File: src/rtl/lvi_pkg.sv
package lvi_pkg;

  typedef struct packed {
    logic below;  // supply under falling level
    logic above;  // supply over rising level
  } lvi_cmp_t;

  localparam int FLAG_BIT = 7;

  // Three-region rule; below has priority over above.
  function automatic logic f_next_flag(input logic cur, input lvi_cmp_t c);
    if (c.below)      return 1'b1;
    else if (c.above) return 1'b0;
    else              return cur;
  endfunction

  // Monitor runs unless disabled or stopped without stop permission.
  function automatic logic f_mon_active(input logic mon_en, input logic stop,
                                        input logic stop_en);
    return mon_en && !(stop && !stop_en);
  endfunction

  function automatic logic [7:0] f_status_byte(input logic flag);
    logic [7:0] b;
    b = 8'h00;
    b[FLAG_BIT] = flag;
    return b;
  endfunction

endpackage

File: src/rtl/lvi_sync.sv
module lvi_sync #(
  parameter int W = 2
) (
  input  logic         clk,
  input  logic         rst_n,
  input  logic [W-1:0] d_async,
  output logic [W-1:0] q_sync
);
  logic [W-1:0] stage1, stage2;

  always_ff @(posedge clk or negedge rst_n) begin
    if (!rst_n) begin
      stage1 <= '0;
      stage2 <= '0;
    end else begin
      stage1 <= d_async;
      stage2 <= stage1;
    end
  end

  assign q_sync = stage2;
endmodule

File: src/rtl/lvi_hyst.sv
module lvi_hyst
  import lvi_pkg::*;
(
  input  logic     clk,
  input  logic     rst_n,
  input  logic     active,
  input  lvi_cmp_t cmp,
  output logic     flag
);
  always_ff @(posedge clk or negedge rst_n) begin
    if (!rst_n)      flag <= 1'b0;
    else if (active) flag <= f_next_flag(flag, cmp);
  end
endmodule

File: src/rtl/lvi_rst_stretch.sv
module lvi_rst_stretch #(
  parameter int STRETCH_CYC = 16
) (
  input  logic clk,
  input  logic rst_n,
  input  logic path_en,
  input  logic flag,
  output logic req
);
  localparam int CNT_W = $clog2(STRETCH_CYC + 1);
  localparam logic [CNT_W-1:0] LOAD_VAL = CNT_W'(STRETCH_CYC - 1);

  logic [CNT_W-1:0] tail_cnt;
  logic             tail_busy;

  assign tail_busy = (tail_cnt != '0);

  always_ff @(posedge clk or negedge rst_n) begin
    if (!rst_n)         tail_cnt <= '0;
    else if (!path_en)  tail_cnt <= '0;
    else if (flag)      tail_cnt <= LOAD_VAL;
    else if (tail_busy) tail_cnt <= tail_cnt - 1'b1;
  end

  assign req = path_en && (flag || tail_busy);
endmodule

File: src/rtl/lvi_status_ctrl.sv
module lvi_status_ctrl
  import lvi_pkg::*;
#(
  parameter int          ADDR_W      = 16,
  parameter logic [15:0] REG_ADDR    = 16'h00C0,
  parameter int          STRETCH_CYC = 16
) (
  input  logic              clk,
  input  logic              rst_n,
  input  logic              cmp_fall_5v,
  input  logic              cmp_rise_5v,
  input  logic              cmp_fall_3v,
  input  logic              cmp_rise_3v,
  input  logic              cfg_sel_5v,
  input  logic              cfg_mon_en,
  input  logic              cfg_rst_en,
  input  logic              cfg_stop_en,
  input  logic              mode_stop,
  input  logic [ADDR_W-1:0] bus_addr,
  input  logic              bus_wr,
  input  logic [7:0]        bus_wdata,
  output logic [7:0]        bus_rdata,
  output logic              lvi_rst_req
);
  localparam logic [ADDR_W-1:0] MY_ADDR = ADDR_W'(REG_ADDR);

  lvi_cmp_t cmp_raw, cmp_s;
  logic     below_s, above_s;
  logic     mon_active, rst_path_en;
  logic     flag_q;
  logic     addr_hit, wr_hit;

  // Pair chosen before synchronising: configuration is quasi-static.
  assign cmp_raw = cfg_sel_5v ? '{below: cmp_fall_5v, above: cmp_rise_5v}
                              : '{below: cmp_fall_3v, above: cmp_rise_3v};

  lvi_sync #(.W(2)) u_sync (
    .clk     (clk),
    .rst_n   (rst_n),
    .d_async (cmp_raw),
    .q_sync  (cmp_s)
  );

  assign below_s     = cmp_s.below;
  assign above_s     = cmp_s.above;
  assign mon_active  = f_mon_active(cfg_mon_en, mode_stop, cfg_stop_en);
  assign rst_path_en = mon_active && cfg_rst_en;

  lvi_hyst u_hyst (
    .clk    (clk),
    .rst_n  (rst_n),
    .active (mon_active),
    .cmp    (cmp_s),
    .flag   (flag_q)
  );

  lvi_rst_stretch #(.STRETCH_CYC(STRETCH_CYC)) u_stretch (
    .clk     (clk),
    .rst_n   (rst_n),
    .path_en (rst_path_en),
    .flag    (flag_q),
    .req     (lvi_rst_req)
  );

  // Read-only register: writes are decoded only so that checks can see them.
  assign addr_hit  = (bus_addr == MY_ADDR);
  assign wr_hit    = addr_hit && bus_wr;
  assign bus_rdata = addr_hit ? f_status_byte(flag_q) : 8'h00;
endmodule


File: config.mk
export PLATFORM = sky130hd
export DESIGN_NAME = lvi_status_ctrl
export DESIGN_NICKNAME = d
export VERILOG_FILES = /design/src/rtl/lvi_pkg.sv /design/src/rtl/lvi_sync.sv /design/src/rtl/lvi_hyst.sv /design/src/rtl/lvi_rst_stretch.sv /design/src/rtl/lvi_status_ctrl.sv
export SDC_FILE = /design/constraint.sdc
export NUM_CORES = 1
export LEC_CHECK = 0
export BUFFER_PORTS_ARGS = -buffer_cell sky130_fd_sc_hd__buf_2
export CORE_MARGIN = 2
export CORE_UTILIZATION = 39
export DETAILED_ROUTE_END_ITERATION = 7
export PLACE_DENSITY = 0.93
export SYNTH_ARGS = -nofsm -noshare
export SYNTH_HDL_FRONTEND = slang
export SYNTH_SLANG_ARGS = --single-unit
File: constraint.sdc
create_clock -name clk -period 3.7 [get_ports clk]
set_input_delay 0.74 -clock clk [delete_from_list [all_inputs] [get_ports clk]]
set_output_delay 0.74 -clock clk [all_outputs]
set_load 0.01 [all_outputs]
# Word-level counts from Yosys, hierarchy flattened
# Cells that the tools add are included.
[op_classes]
n_addsub = 1
eq_ne = 2
n_mux = 7
n_reduce_logical = 10
[op_table]
columns = ["operator", "count"]
rows = [
  ["$eq A16 B8 Y1 const B", 1],
  ["$mux W5", 3],
  ["$mux W8", 1],
  ["$reduce_bool A5 Y1", 1],
  ["$sub A5 B1 Y5 const B", 1],
  ["$logic_and A1 B1 Y1", 4],
  ["$ne A3 B3 Y1 const B", 1],
  ["$logic_not A1 Y1", 2],
  ["$mux W1", 2],
  ["$mux W2", 1],
  ["$reduce_and A2 Y1", 1],
  ["$reduce_bool A2 Y1", 1],
  ["$logic_or A1 B1 Y1", 1],
]
[word_totals]
register_bits = 10
in_bits = 36
output_inout_bits = 9

# Logic depth before layout (Yosys ltp)
[depth]
word_depth = 6
depth_mapped = 6
depth_no_buf = 5

# By module
# A second synthesis with hierarchy kept.
[hier_totals]
hier_cells = 51
area_unflattened_um2 = 549.3
[by_module_without_submodules]
columns = ["module", "n_inst", "cells_each", "area_each_um2"]
rows = [
  ["lvi_rst_stretch", 1, 25, 252.7],
  ["lvi_status_ctrl", 1, 19, 158.9],
  ["lvi_sync", 1, 4, 100.1],
  ["lvi_hyst", 1, 3, 37.5],
]

# Least setup slack after synthesis
# No wires, ideal clock.
[synth_path]
path_type = "input port to output port"
from = "in bus_addr[5]"
to = "out bus_rdata[7]"
arrival_ns = 1.486
required_ns = 2.960
slack_ns = 1.474
path_stages = 3
n_path_buf = 0
cell_sequence = "nor4b_1 -> nand4b_1 -> nor4_1"
[synth_via]
elab_chain_cells = 2
[synth_lines]
columns = ["element", "line_no", "rtl"]
rows = [
  ["from (decl)", "lvi_status_ctrl.sv:19", "input logic [ADDR_W-1:0] bus_addr,"],
  ["$eq A16 B8 Y1", "lvi_status_ctrl.sv:66", "assign addr_hit = (bus_addr == MY_ADDR);"],
  ["$mux W8", "lvi_status_ctrl.sv:68", "assign bus_rdata = addr_hit ? f_status_byte(flag_q) : 8'h00;"],
  ["to (decl)", "lvi_status_ctrl.sv:22", "output logic [7:0] bus_rdata,"],
]
# Every way passes these cells.

# Worst setup path in the final report
[layout_path]
from = "reg u_stretch.tail_cnt[0]"
to = "out lvi_rst_req"
[layout_via]
elab_chain_cells = 3
[layout_lines]
columns = ["element", "line_no", "rtl"]
rows = [
  ["from (decl)", "lvi_rst_stretch.sv:13", "logic [CNT_W-1:0] tail_cnt;"],
  ["from (signal assigned)", "lvi_rst_stretch.sv:22", "else if (tail_busy) tail_cnt <= tail_cnt - 1'b1;"],
  ["$reduce_bool A5 Y1", "lvi_rst_stretch.sv:16", "assign tail_busy = (tail_cnt != '0);"],
  ["$logic_or A1 B1 Y1", "lvi_rst_stretch.sv:25", "assign req = path_en && (flag || tail_busy);"],
  ["$logic_and A1 B1 Y1", "lvi_rst_stretch.sv:25", ""],
  ["to (decl)", "lvi_status_ctrl.sv:23", "output logic lvi_rst_req"],
]
# Every way passes these cells.

==> impl_metrics.env <==
export IMPL_max_stage_delay_ps=580
export IMPL_drt_wl_total_mm=1.01
export IMPL_cp_arrival_ps=1850
export IMPL_synth_cells_most_frequent="10 x dfrtp_1, 7 x buf_4, 4 x inv_1, 4 x nor2_1, 4 x nor4_1"
export IMPL_seqPwrFrac=0.461
export IMPL_timing_final_ws_setup_ps=1110
export IMPL_path_cells="inv_1, ha_1, or4b_1, nor2_1, nor2_1, buf_2"
export IMPL_syn2layout_area_growth_pct=30.3
export IMPL_ff_latch_area_um2=250
export IMPL_vias_per_cell=4.94
export IMPL_fin_worst_skew_ps=0.689
export IMPL_cp_endpoint="lvi_rst_req"
export IMPL_drt_initial_drc_count=7
export IMPL_grt_pass1_wl_mm=1.65
export IMPL_antenna_found_initial=0
export IMPL_cts_hold_buf=0
export IMPL_syn_area_um2=529
export IMPL_drv_slew=0
export IMPL_multiInputGateArea_um2=229
export IMPL_io_pins=45
export IMPL_crit_path_frequent_cell="nor2_1"
export IMPL_gp_congestion=0.640
export IMPL_rr_endpoint="u_stretch.tail_cnt[1]"
export IMPL_fillerInstances=132
export IMPL_status="finished, final reports clean"
export IMPL_rsz0062_at_grt="no"
export IMPL_critical_path_max_fanout=6
export IMPL_r2r_cells=4
export IMPL_yosysUniqueCellTypes=24
export IMPL_reg2reg_slack_ps=2030
export IMPL_ys_seq_area_frac=0.473
export IMPL_p_int_mw=0.204
export IMPL_cpMaxStageDelayCell="or4b_1"
export IMPL_drv_cap=0
export IMPL_pwr_share_comb=0.193
export IMPL_swShare=0.255
export IMPL_clk_latency_ps=260
export IMPL_start_util=0.412
export IMPL_synth_area_per_cell_um2=10.2
export IMPL_grt_max_degree=11
export IMPL_chipWidth_um=40.8
export IMPL_ys_async_sr_fraction=1.00
export IMPL_crit_required_ps=2960
export IMPL_power_density_nw_per_um2=397
export IMPL_drive_gt1_frac=0.427
export IMPL_power_switching_mw=0.0698
export IMPL_final_setup_tns_ps=0
export IMPL_globalRouteOverflowTotal=0
export IMPL_die_y_um=40.8
export IMPL_first_global_vias=455
export IMPL_synth_edf_count=0
export IMPL_min_path_type="in2async"
export IMPL_yosys_warnings=0
export IMPL_fin_crit_sh=0.699
export IMPL_coreArea_um2=1280
export IMPL_cts_tree="built"
export IMPL_cts_resized=0
export IMPL_clkPwrFrac=0.345
export IMPL_cts_setup_buffers=0
export IMPL_drc=0
export IMPL_wl_per_cell_um=10.4
export IMPL_detail_route_antenna_nets=0
export IMPL_synth_flop_cell="dfrtp_1"
export IMPL_numClockSinks=10
export IMPL_startpoint_type="flop"
export IMPL_end_kind="primary output"
export IMPL_p_leak_nw=0.350
export IMPL_track_usage=0.156
export IMPL_root_buffer="clkbuf_4"
export IMPL_crit_start="u_stretch.tail_cnt[0]"
export IMPL_clkTransAtPathRegs_ps=60
export IMPL_ys_seq_elements=10
export IMPL_post_route_min_period_ps=2590
export IMPL_synth_top_area_share=0.473
export IMPL_vias=479
export IMPL_cts_buffers_inserted=3
export IMPL_synth_most_common_cell="dfrtp_1"
export IMPL_synthCells=52
export IMPL_finalSetupViolations=0
export IMPL_first_pass_iters=3
export IMPL_die_area_um2=1670
export IMPL_criticalPathCategory="reg2out"
export IMPL_max_freq_ghz=0.386
export IMPL_nets=120
export IMPL_dp_hpwl_um=862
export IMPL_synthTopCellsByArea="dfrtp_1 47%, buf_4 9.9%, nor4_1 4.7%"
export IMPL_report_final_hold_viol_count=0
export IMPL_htree_levels=1
export IMPL_n_antenna_cell=0
export IMPL_placementRows=13
export IMPL_preCtsSetupSlack_ps=1330
export IMPL_cts_path_max_buffers=2
export IMPL_synth_top_cell_by_area="dfrtp_1"
export IMPL_r2r_start="u_stretch.tail_cnt[0]"
export IMPL_ir_drop_mv=0.241
export IMPL_port_buffers=28
-- power by group through the flow --
stage          sequential [mW]  clock, mW  combinational, mW
2_1_floorplan            0.126          0             0.0393
3_3_place_gp             0.128          0             0.0507
3_5_place_dp             0.128          0             0.0535
4_1_cts                  0.126     0.0996             0.0537
5_1_grt                  0.128      0.106             0.0616
6_report                 0.126     0.0946             0.0530
-- per-stage QoR --
step / hold WS, ps / std cells / power, mW / utilization / instance area (µm²)
after floorplan: 331 / 58 / 0.166 / - / 552
after global routing: 319 / 97 / 0.295 / 0.537 / 689
final: 326 / 97 / 0.274 / 0.537 / 689
after global placement: 333 / 93 / 0.179 / 0.508 / 653
after detailed placement: 336 / 93 / 0.182 / 0.508 / 653
after CTS: 324 / 97 / 0.280 / 0.537 / 689
-- state kept, by name, indices dropped and copies added, names as in the netlist --
name / cells
u_hyst.flag: 1
u_stretch.tail_cnt: 5
u_sync.q_sync: 2
u_sync.stage1: 2
-- worst max-delay path, delay by kind of cell, from the launching register on --
kind                       cells  cell delay, ps
and+or+nand+nor                3             750
adders and majority gates      1             190
buffers and inverters          2             210
DFF                            1             420
-- metal layers --
metal	share of wire	up-vias	GRT usage
li1	-	233	-
met1	0.34	216	0.138
met2	0.52	28	0.305
met3	0.13	2	0.0326
met5	0	-	0
met4	0.0069	0	0.100
-- worst min-delay path by stage --
stage	to	start
3_3_place_gp	u_sync.q_sync[1]	u_sync.stage1[1]
3_5_place_dp	u_sync.q_sync[0]	u_sync.stage1[0]
6_report	u_sync.stage1[0]	rst_n
4_1_cts	u_sync.stage1[0]	rst_n
2_1_floorplan	u_sync.q_sync[0]	u_sync.stage1[0]
5_1_grt	u_stretch.tail_cnt[2]	rst_n
-- layout by cell type (no fill, tap or decap), drive strengths merged, types with 2 or more instances in the layout --
cell type	instances
inv	4
dfrtp	10
mux2	2
nand3	2
nor4	4
clkbuf	4
conb	7
a21oi	3
buf	28
nor2	4
-- cell type report --
type                            count  share of cell area
Tap cell                           15              0.0272
Inverter                            4              0.0218
Multi-Input combinational cell     36               0.332
Timing Repair Buffer               28               0.203
Clock buffer                        4              0.0526
Sequential cell                    10               0.363
-- logic make-up (layout without fill, tap and decap cells) --
family	Yosys count	in the layout	synth area share
adders and majority gates	1	1	0.0236
buffers and inverters	12	36	0.137
muxes	2	2	0.0426
xor gates and xnor gates	2	2	0.0331
other	1	7	0.00709
DFF	10	10	0.473
and+or+nand+nor	16	16	0.175
AOI/OAI and AO/OA	8	8	0.109
Note: power is estimated with default switching activity, not from simulation.
